### src/rtl/uart_iid_pkg.sv
package uart_iid_pkg;

  typedef enum logic [3:0] {
    IID_MODEM = 4'h0,
    IID_NONE  = 4'h1,
    IID_TXE   = 4'h2,
    IID_RXD   = 4'h4,
    IID_LINE  = 4'h6,
    IID_TOUT  = 4'hC
  } iid_e;

  // enable bit positions
  localparam int EN_RXD   = 0;
  localparam int EN_TXE   = 1;
  localparam int EN_LINE  = 2;
  localparam int EN_MODEM = 3;

  // line-status bit positions
  localparam int LS_DR   = 0;
  localparam int LS_THRE = 5;
  localparam int LS_TEMT = 6;

  // bits that stick until read, and the subset that raises a line interrupt
  localparam logic [7:0] STICKY_MASK   = 8'h9E;
  localparam logic [7:0] LINE_SRC_MASK = 8'h1E;

  function automatic int unsigned trig_level(input logic [1:0] sel);
    case (sel)
      2'd0:    return 1;
      2'd1:    return 4;
      2'd2:    return 8;
      default: return 14;
    endcase
  endfunction

endpackage

### src/rtl/uiu_tick_gen.sv
module uiu_tick_gen #(
  parameter int DIV = 16
) (
  input  logic clk,
  input  logic rst_n,
  output logic tick
);
  localparam int PW = (DIV > 1) ? $clog2(DIV) : 1;
  localparam logic [PW-1:0] LAST = PW'(DIV - 1);

  logic [PW-1:0] presc_q, presc_d;

  assign tick = (presc_q == LAST);

  always_comb begin
    presc_d = tick ? '0 : presc_q + 1'b1;
  end

  always_ff @(posedge clk or negedge rst_n) begin
    if (!rst_n) presc_q <= '0;
    else        presc_q <= presc_d;
  end


  tick_spacing_chk: assert property (@(posedge clk) disable iff (!rst_n)
    tick |=> !tick);

endmodule

### src/rtl/uiu_char_timer.sv
module uiu_char_timer #(
  parameter int CT_W = 16,
  parameter int MULT = 4,
  parameter int CNT_W = CT_W + $clog2(MULT) + 1
) (
  input  logic            clk,
  input  logic            rst_n,
  input  logic            tick,
  input  logic            data_ready,
  input  logic            rx_read,
  input  logic [CT_W-1:0] char_time,
  output logic            expired
);
  localparam logic [CNT_W-1:0] CNT_MAX = '1;

  logic [CNT_W-1:0] cnt_q, cnt_d, thresh;

  assign thresh = CNT_W'(char_time) * CNT_W'(MULT);

  always_comb begin
    cnt_d = cnt_q;
    if (rx_read)
      cnt_d = '0;
    else if (tick && data_ready && (cnt_q != CNT_MAX))
      cnt_d = cnt_q + 1'b1;
  end

  assign expired = (cnt_d >= thresh);

  always_ff @(posedge clk or negedge rst_n) begin
    if (!rst_n) cnt_q <= '0;
    else        cnt_q <= cnt_d;
  end


  tout_clear_chk: assert property (@(posedge clk) disable iff (!rst_n)
    rx_read |=> (cnt_q == '0));


  tout_step_chk: assert property (@(posedge clk) disable iff (!rst_n)
    (tick && data_ready && !rx_read && (cnt_q != CNT_MAX))
      |=> (cnt_q == $past(cnt_q) + 1'b1));

endmodule

### src/rtl/uiu_lsr_merge.sv
module uiu_lsr_merge
  import uart_iid_pkg::*;
#(
  parameter int FC_W = 5
) (
  input  logic            clk,
  input  logic            rst_n,
  input  logic            tick,
  input  logic [FC_W-1:0] rx_count,
  input  logic [7:0]      head_status,
  input  logic            lsr_read,
  input  logic            data_ready,
  input  logic            thr_empty,
  input  logic            tsr_empty,
  output logic            head_clr,
  output logic [7:0]      err_next,
  output logic [7:0]      lsr
);
  logic [7:0] err_q, err_d, merged;
  logic       merge_go;

  assign merge_go = tick && (rx_count != '0);
  assign merged   = merge_go ? (head_status & STICKY_MASK) : 8'h00;
  assign head_clr = merge_go;

  always_comb begin
    err_d = (lsr_read ? 8'h00 : err_q) | merged;
  end

  assign err_next = err_d;

  always_comb begin
    lsr          = err_q;
    lsr[LS_DR]   = data_ready;
    lsr[LS_THRE] = thr_empty;
    lsr[LS_TEMT] = tsr_empty;
  end

  always_ff @(posedge clk or negedge rst_n) begin
    if (!rst_n) err_q <= 8'h00;
    else        err_q <= err_d;
  end


  merge_keep_chk: assert property (@(posedge clk) disable iff (!rst_n)
    merge_go |=> ((err_q & $past(head_status & STICKY_MASK))
                  == $past(head_status & STICKY_MASK)));


  lsr_clear_chk: assert property (@(posedge clk) disable iff (!rst_n)
    (lsr_read && !merge_go) |=> (err_q == 8'h00));

endmodule

### src/rtl/uiu_tx_pend.sv
module uiu_tx_pend (
  input  logic clk,
  input  logic rst_n,
  input  logic tx_load,
  input  logic ack,
  output logic pend_next
);
  logic pend_q, pend_d;

  always_comb begin
    pend_d = pend_q;
    if (tx_load)  pend_d = 1'b1;
    else if (ack) pend_d = 1'b0;
  end

  assign pend_next = pend_d;

  always_ff @(posedge clk or negedge rst_n) begin
    if (!rst_n) pend_q <= 1'b0;
    else        pend_q <= pend_d;
  end


  pend_set_chk: assert property (@(posedge clk) disable iff (!rst_n)
    tx_load |=> pend_q);


  pend_ack_chk: assert property (@(posedge clk) disable iff (!rst_n)
    (ack && !tx_load) |=> !pend_q);

endmodule

### src/rtl/uiu_prio.sv
module uiu_prio
  import uart_iid_pkg::*;
#(
  parameter int FC_W = 5
) (
  input  logic [3:0]      ier,
  input  logic [7:0]      err,
  input  logic            data_ready,
  input  logic            thr_empty,
  input  logic [FC_W-1:0] rx_count,
  input  logic [1:0]      trig_sel,
  input  logic            expired,
  input  logic            pend,
  input  logic [3:0]      modem_delta,
  output iid_e            code
);
  logic [FC_W-1:0] trig_lvl;
  logic src_line, src_rxd, src_tout, src_txe, src_modem;

  assign trig_lvl  = FC_W'(trig_level(trig_sel));
  assign src_line  = ier[EN_LINE]  && ((err & LINE_SRC_MASK) != 8'h00);
  assign src_rxd   = ier[EN_RXD]   && data_ready && (rx_count >= trig_lvl);
  assign src_tout  = ier[EN_RXD]   && expired;
  assign src_txe   = ier[EN_TXE]   && thr_empty && pend;
  assign src_modem = ier[EN_MODEM] && (modem_delta != 4'h0);

  always_comb begin
    if (src_line)       code = IID_LINE;
    else if (src_rxd)   code = IID_RXD;
    else if (src_tout)  code = IID_TOUT;
    else if (src_txe)   code = IID_TXE;
    else if (src_modem) code = IID_MODEM;
    else                code = IID_NONE;
  end

endmodule

### src/rtl/uart_irq_ident.sv
module uart_irq_ident
  import uart_iid_pkg::*;
#(
  parameter int TICK_DIV   = 16,
  parameter int FIFO_DEPTH = 16,
  parameter int CT_W       = 16,
  parameter int TO_MULT    = 4,
  parameter int FC_W       = $clog2(FIFO_DEPTH + 1)
) (
  input  logic            clk,
  input  logic            rst_n,
  input  logic [3:0]      ier,
  input  logic [1:0]      trig_sel,
  input  logic [FC_W-1:0] rx_count,
  input  logic [7:0]      head_status,
  output logic            head_clr,
  input  logic [CT_W-1:0] char_time,
  input  logic            data_ready,
  input  logic            thr_empty,
  input  logic            tsr_empty,
  input  logic [3:0]      modem_delta,
  input  logic            tx_load,
  input  logic            rx_read,
  input  logic            lsr_read,
  input  logic            iid_read,
  output logic [7:0]      lsr,
  output logic [3:0]      iid,
  output logic            irq
);
  logic       tick, expired, pend_next, txe_ack;
  logic [7:0] err_next;
  iid_e       code, iid_q, iid_d;
  logic       irq_q, irq_d;

  uiu_tick_gen #(.DIV(TICK_DIV)) u_tick (
    .clk(clk), .rst_n(rst_n), .tick(tick)
  );

  uiu_char_timer #(.CT_W(CT_W), .MULT(TO_MULT)) u_timer (
    .clk(clk), .rst_n(rst_n), .tick(tick), .data_ready(data_ready),
    .rx_read(rx_read), .char_time(char_time), .expired(expired)
  );

  uiu_lsr_merge #(.FC_W(FC_W)) u_lsr (
    .clk(clk), .rst_n(rst_n), .tick(tick), .rx_count(rx_count),
    .head_status(head_status), .lsr_read(lsr_read),
    .data_ready(data_ready), .thr_empty(thr_empty), .tsr_empty(tsr_empty),
    .head_clr(head_clr), .err_next(err_next), .lsr(lsr)
  );

  assign txe_ack = iid_read && (iid_q == IID_TXE);

  uiu_tx_pend u_pend (
    .clk(clk), .rst_n(rst_n), .tx_load(tx_load), .ack(txe_ack),
    .pend_next(pend_next)
  );

  uiu_prio #(.FC_W(FC_W)) u_prio (
    .ier(ier), .err(err_next), .data_ready(data_ready),
    .thr_empty(thr_empty), .rx_count(rx_count), .trig_sel(trig_sel),
    .expired(expired), .pend(pend_next), .modem_delta(modem_delta),
    .code(code)
  );

  always_comb begin
    iid_d = iid_q;
    irq_d = irq_q;
    if (tick) begin
      iid_d = code;
      irq_d = (code != IID_NONE);
    end
  end

  always_ff @(posedge clk or negedge rst_n) begin
    if (!rst_n) begin
      iid_q <= IID_NONE;
      irq_q <= 1'b0;
    end else begin
      iid_q <= iid_d;
      irq_q <= irq_d;
    end
  end

  assign iid = iid_q;
  assign irq = irq_q;


  hold_between_ticks_chk: assert property (@(posedge clk) disable iff (!rst_n)
    !tick |=> ($stable(iid) && $stable(irq)));


  line_first_chk: assert property (@(posedge clk) disable iff (!rst_n)
    (tick && ier[EN_LINE] && ((err_next & LINE_SRC_MASK) != 8'h00))
      |=> (iid == IID_LINE));


  irq_match_chk: assert property (@(posedge clk) disable iff (!rst_n)
    $rose(irq) |-> (iid != IID_NONE));

endmodule

### config.mk
export PLATFORM = sky130hd
export DESIGN_NAME = uart_irq_ident
export DESIGN_NICKNAME = d
export VERILOG_FILES = /design/src/rtl/uart_iid_pkg.sv /design/src/rtl/uiu_tick_gen.sv /design/src/rtl/uiu_char_timer.sv /design/src/rtl/uiu_lsr_merge.sv /design/src/rtl/uiu_tx_pend.sv /design/src/rtl/uiu_prio.sv /design/src/rtl/uart_irq_ident.sv
export SDC_FILE = /design/constraint.sdc
export NUM_CORES = 1
export LEC_CHECK = 0
export CAP_MARGIN = 20
export CORE_MARGIN = 2
export CORE_UTILIZATION = 53
export CTS_CLUSTER_SIZE = 16
export DETAILED_ROUTE_END_ITERATION = 10
export PLACE_DENSITY = 0.92
export SYNTH_ARGS = -nofsm -noshare
export SYNTH_HDL_FRONTEND = slang
export SYNTH_HIERARCHICAL = 1
export SYNTH_SLANG_ARGS = --single-unit
### constraint.sdc
create_clock -name clk -period 9.8 [get_ports clk]
set_input_delay 1.96 -clock clk [delete_from_list [all_inputs] [get_ports clk]]
set_output_delay 1.96 -clock clk [all_outputs]
set_load 0.02 [all_outputs]
After elaboration in Yosys (flattened, before gate mapping)
Index checks and enable logic that the tools add are counted.
Operators by class
  add/subtract/negate cells: 2
  magnitude comparators: 2
  equal/unequal tests: 6
  muxes and demuxes: 13
  bitwise gates (word level): 1
  reductions and logical operators: 15
Operators by type and width (number)
  $mux 19: 2
  $mux 4: 5
  $add 19x1->19 const B: 1
  $ge 19x18->1: 1
  $ne 19x19->1 const B: 1
  $mux 8: 2
  $pmux 4 s3: 1
  $logic_and 1x1->1: 11
  $or 8x8->8: 1
  $reduce_bool 8->1: 1
  $ge 5x4->1: 1
  $reduce_bool 5->1: 1
  $add 4x1->4 const B: 1
  $eq 4x2->1 const B: 1
  $eq 4x4->1 const B: 1
  $ne 4x1->1 const B: 1
  $reduce_bool 4->1: 1
  $mux 1: 3
  $eq 2x1->1 const B: 1
  $eq 2x2->1 const B: 1
  $logic_not 2->1: 1
Storage, ports and cells
  register bits: 37
  input bits: 48
  output and inout port bits: 14
  word-level logic and storage cells: 45

Logic depth before layout (Yosys ltp)
  depth after elaboration: 11
  depth in mapped cells: 19

Cells and area by module
Netlist, hierarchy kept.
Modules (own cells, without submodules)
  uiu_char_timer: times used 1, cells an instance 160, area an instance 1425.1 sq um
  uiu_lsr_merge: times used 1, cells an instance 27, area an instance 341.6 sq um
  uiu_prio: times used 1, cells an instance 29, area an instance 209.0 sq um
  uart_irq_ident: times used 1, cells an instance 14, area an instance 202.7 sq um
  uiu_tick_gen: times used 1, cells an instance 13, area an instance 168.9 sq um
  uiu_tx_pend: times used 1, cells an instance 3, area an instance 36.3 sq um

Least setup slack after synthesis
OpenSTA, ideal clock, no wires.
  path kind: input -> register
  start: in data_ready
  end: reg irq_q, in the netlist irq
  arrival time: 4585 ps
  data required time: 9671 ps
  slack: 5086 ps
  stages on the path: 17
  path through: nand2_1 a21oi_2 nand4_1 xor2_1 nor2_1 ha_1 nand3_1 o21bai_1 a31oi_1 a211o_1 a211oi_1 o41ai_2 nand2_1 o221a_2 nand2_1 nor4b_1 a21oi_1
On the way
  cells in the longest elaborated chain, start to end: 10
  elaborated cells on any way between the ends: 12
  classes of those cells: order compare: 1; eq/ne: 1; mux: 5; reduce/logical: 5
RTL lines
  from (decl): RTL line uart_irq_ident.sv:18  | input logic data_ready,
  $logic_and 1x1->1 (2 in a row): RTL line uiu_char_timer.sv:24  | else if (tick && data_ready && (cnt_q != CNT_MAX))
  $mux 19: RTL line uiu_char_timer.sv:24
  $mux 19: RTL line uiu_char_timer.sv:22  | if (rx_read)
  net u_timer.cnt_d[5]: RTL line uiu_char_timer.sv:16  | logic [CNT_W-1:0] cnt_q, cnt_d, thresh;
  $ge 19x18->1: RTL line uiu_char_timer.sv:28  | assign expired = (cnt_d >= thresh);
  net expired: RTL line uart_irq_ident.sv:30  | logic tick, expired, pend_next, txe_ack;
  $logic_and 1x1->1: RTL line uiu_prio.sv:23  | assign src_tout = ier[EN_RXD] && expired;
  $mux 4: RTL line uiu_prio.sv:30  | else if (src_tout) code = IID_TOUT;
  $mux 4: RTL line uiu_prio.sv:29  | else if (src_rxd) code = IID_RXD;
  $mux 4: RTL line uiu_prio.sv:28  | if (src_line) code = IID_LINE;
  net code[2]: RTL line uart_irq_ident.sv:32  | iid_e code, iid_q, iid_d;
  $ne 4x1->1: RTL line uart_irq_ident.sv:70  | irq_d = (code != IID_NONE);
  to (signal assigned): RTL line uart_irq_ident.sv:80  | irq_q <= irq_d;
  to (decl): RTL line uart_irq_ident.sv:33  | logic irq_q, irq_d;
The timed path passes the listed nets, and every way through them passes these cells.
A chain may end at the register's enable or synchronous reset.

Worst setup path in the final report
  start: in rx_count[1]
  end: out head_clr
On the way
  cells in the longest elaborated chain, start to end: 2
RTL lines
  from (decl): RTL line uart_irq_ident.sv:14  | input logic [FC_W-1:0] rx_count,
  $reduce_bool 5->1: RTL line uiu_lsr_merge.sv:22  | assign merge_go = tick && (rx_count != '0);
  $logic_and 1x1->1: RTL line uiu_lsr_merge.sv:22
  to (decl): RTL line uart_irq_ident.sv:16  | output logic head_clr,
No other way between the ends.

==> results.sh <==
export IMPL_fillers=307
export IMPL_hpwl_mm=3.772
export IMPL_crit_type="in -> out"
export IMPL_syn_inst=240
export IMPL_drt_wl_total_mm=4.822
export IMPL_p_int_uw=228.1
export IMPL_crit_path_start_kind="primary input"
export IMPL_drc=0
export IMPL_end_kind="output pin"
export IMPL_arrival_ns=3.67
export IMPL_ant_nets=0
export IMPL_rsz0062_at_grt="false"
export IMPL_insertion_delay_ns=0.29
export IMPL_grt_use_total_pct=20.99
export IMPL_drive_above_1_share_pct=8.475
export IMPL_swShare_pct=24.35
export IMPL_ctsHoldBuffers=0
export IMPL_cts_sinks=34
export IMPL_cts_root_buf="clkbuf_8"
export IMPL_maxSlewViolCount=0
export IMPL_pin_count=62
export IMPL_path_cells="clkdlybuf4s50_1 -> or3_1 -> o31a_1 -> clkdlybuf4s50_1"
export IMPL_clk_pin_slew_ns=0.06
export IMPL_hold_end="u_tick/presc_q[0]$_DFF_PN0_"
export IMPL_required_ns=7.84
export IMPL_p_seq_share_pct=48.2
export IMPL_cp_top_family="buffers and inverters"
export IMPL_cts_buffer_depth=2
export IMPL_power_frac_clock_pct=35.3
export IMPL_status="finished clean"
export IMPL_diodes=0
export IMPL_fin_setup_tns_ns=0
export IMPL_fin_nets=364
export IMPL_fin_crit_ns=5.629
export IMPL_drt_pass1_iter_count=4
export IMPL_wl_per_cell_um=13.98
export IMPL_reg2regPathDepth=19
export IMPL_maxSlewHeadroom_pct=48.23
export IMPL_ir_drop_uv=61.68
export IMPL_crit_path_top_delay_cell="clkdlybuf4s50_1"
export IMPL_cts_tree="built"
export IMPL_grt_pass1_vias=1882
export IMPL_cts_setup_buffers=0
export IMPL_p_switching_uw=73.42
export IMPL_r2r_start="u_tick/presc_q[0]$_DFF_PN0_"
export IMPL_cp_max_fo=6
export IMPL_grt_pass1_wl_mm=8.349
export IMPL_max_stage_delay_ns=0.57
export IMPL_worstHoldPathCells=1
export IMPL_hold_path_startpoint="u_tick/presc_q[0]$_DFF_PN0_"
export IMPL_dieArea_um2=4862
export IMPL_core_um2=4086
export IMPL_dr_total_vias=1910
export IMPL_synth_nets=310
export IMPL_ys_warn_count=6
export IMPL_viasPerCell=5.536
export IMPL_grt_overflow=0
export IMPL_avgSynthCellArea_um2=9.540
export IMPL_grt_max_degree=35
export IMPL_worstMarginPinSlew_ns=0.7741
export IMPL_grt_antenna_before_repair=0
export IMPL_start_util_pct=56.03
export IMPL_die_w_um=69.73
export IMPL_hold_class="reg -> reg"
export IMPL_rows=23
export IMPL_cts_htree_levels=2
export IMPL_rr_endpoint="irq$_DFFE_PN0P_"
export IMPL_crit_buf_inv=2
export IMPL_power_density_nw_per_um2=102.4
export IMPL_io_buffers=56
export IMPL_syn2layout_area_growth_pct=28.58
export IMPL_maxCapViolCount=0
export IMPL_gp_congestion=0.8326
export IMPL_syn_cell_area_um2=2290
export IMPL_power_uw=301.5
export IMPL_drt_initial_drc_count=81
export IMPL_setup_viol=0
export IMPL_crit_top_cell="clkdlybuf4s50_1"
export IMPL_worst_clock_skew_ns=0.005655
export IMPL_cts_buffers=5
export IMPL_die_y_um=69.73
export IMPL_p_leak_nw=1.391
export IMPL_cts_resized=0
export IMPL_combinationalPowerShare_pct=16.5
export IMPL_fmax_mhz=177.6
export IMPL_finalCritPeriodShare_pct=57.44
export IMPL_r2r_setup_slack_ns=5.51
export IMPL_finalHoldViolCount=0
==> cells in the final DEF, fill, tap and decap left out, types with 2 or more instances in the layout <==
| cell | instances |
|---|---|
| a2111oi_2 | 2 |
| a211oi_1 | 2 |
| a21o_1 | 3 |
| a21oi_1 | 8 |
| a22o_1 | 5 |
| a31oi_1 | 2 |
| and3_1 | 6 |
| and4_1 | 3 |
| and4b_1 | 2 |
| clkbuf_8 | 6 |
| clkdlybuf4s50_1 | 56 |
| dfrtp_1 | 33 |
| ha_1 | 22 |
| inv_1 | 24 |
| mux2_2 | 4 |
| nand2_1 | 17 |
| nand2b_1 | 3 |
| nand3_1 | 12 |
| nand4_1 | 10 |
| nor2_1 | 27 |
| nor3_1 | 2 |
| o21ai_0 | 2 |
| xnor2_1 | 5 |
| xor2_1 | 12 |
==> routing by layer <==
| layer | vias to the layer above | routed length, um | global-route usage (%) |
|---|---|---|---|
| li1 | 949 | - | - |
| met1 | 919 | 2078 | 25.30 |
| met2 | 37 | 2514 | 36.97 |
| met3 | 5 | 197 | 5.959 |
| met4 | 0 | 31 | 5.128 |
| met5 | - | 0 | 0 |
==> registers in the layout, indices dropped and copies added, names as in the netlist <==
name,flops
u_timer/cnt_q,19
iid,4
irq,1
u_tick/presc_q,4
u_lsr/err_q,5
u_pend/pend_q,1
==> worst max-delay path by stage <==
stage                           start         endpoint  cells after the start
final                     rx_count[1]         head_clr                      4
after global routing       data_ready  irq$_DFFE_PN0P_                     18
after CTS                 rx_count[1]         head_clr                      4
after detailed placement   data_ready  irq$_DFFE_PN0P_                     18
after global placement     data_ready  irq$_DFFE_PN0P_                     18
after floorplan            data_ready  irq$_DFFE_PN0P_                     17
==> power groups by stage <==
stage	clock [mW]	sequential [mW]	combinational, mW
after detailed placement	0	0.148	0.0500
after CTS	0.109	0.145	0.0504
after global placement	0	0.148	0.0484
final	0.107	0.145	0.0498
after global routing	0.116	0.146	0.0548
after floorplan	0	0.149	0.0212
==> per-stage QoR <==
step	cells	utilization (%)	hold slack [ns]	setup slack, ns	instance area, um2
2_1_floorplan	240	-	0.4457	5.086	2290
3_3_place_gp	337	69.81	0.4556	3.991	2853
3_5_place_dp	337	69.81	0.4875	3.914	2853
4_1_cts	345	72.05	0.4963	4.168	2944
5_1_grt	345	72.05	0.5154	3.908	2944
6_report	345	72.05	0.4956	4.171	2944
==> layout make-up <==
| cell class | count | area, um2 | area share (%) |
|---|---|---|---|
| Timing Repair Buffer | 57 | 568.0 | 19.29 |
| Clock buffer | 7 | 86.33 | 2.932 |
| Tap cell | 50 | 62.56 | 2.125 |
| Inverter | 24 | 90.09 | 3.060 |
| Sequential cell | 34 | 852.1 | 28.94 |
| Multi-Input combinational cell | 172 | 1280 | 43.48 |
| Clock inverter | 1 | 5.005 | 0.1700 |
No activity file was read; power rests on OpenSTA's default activity.
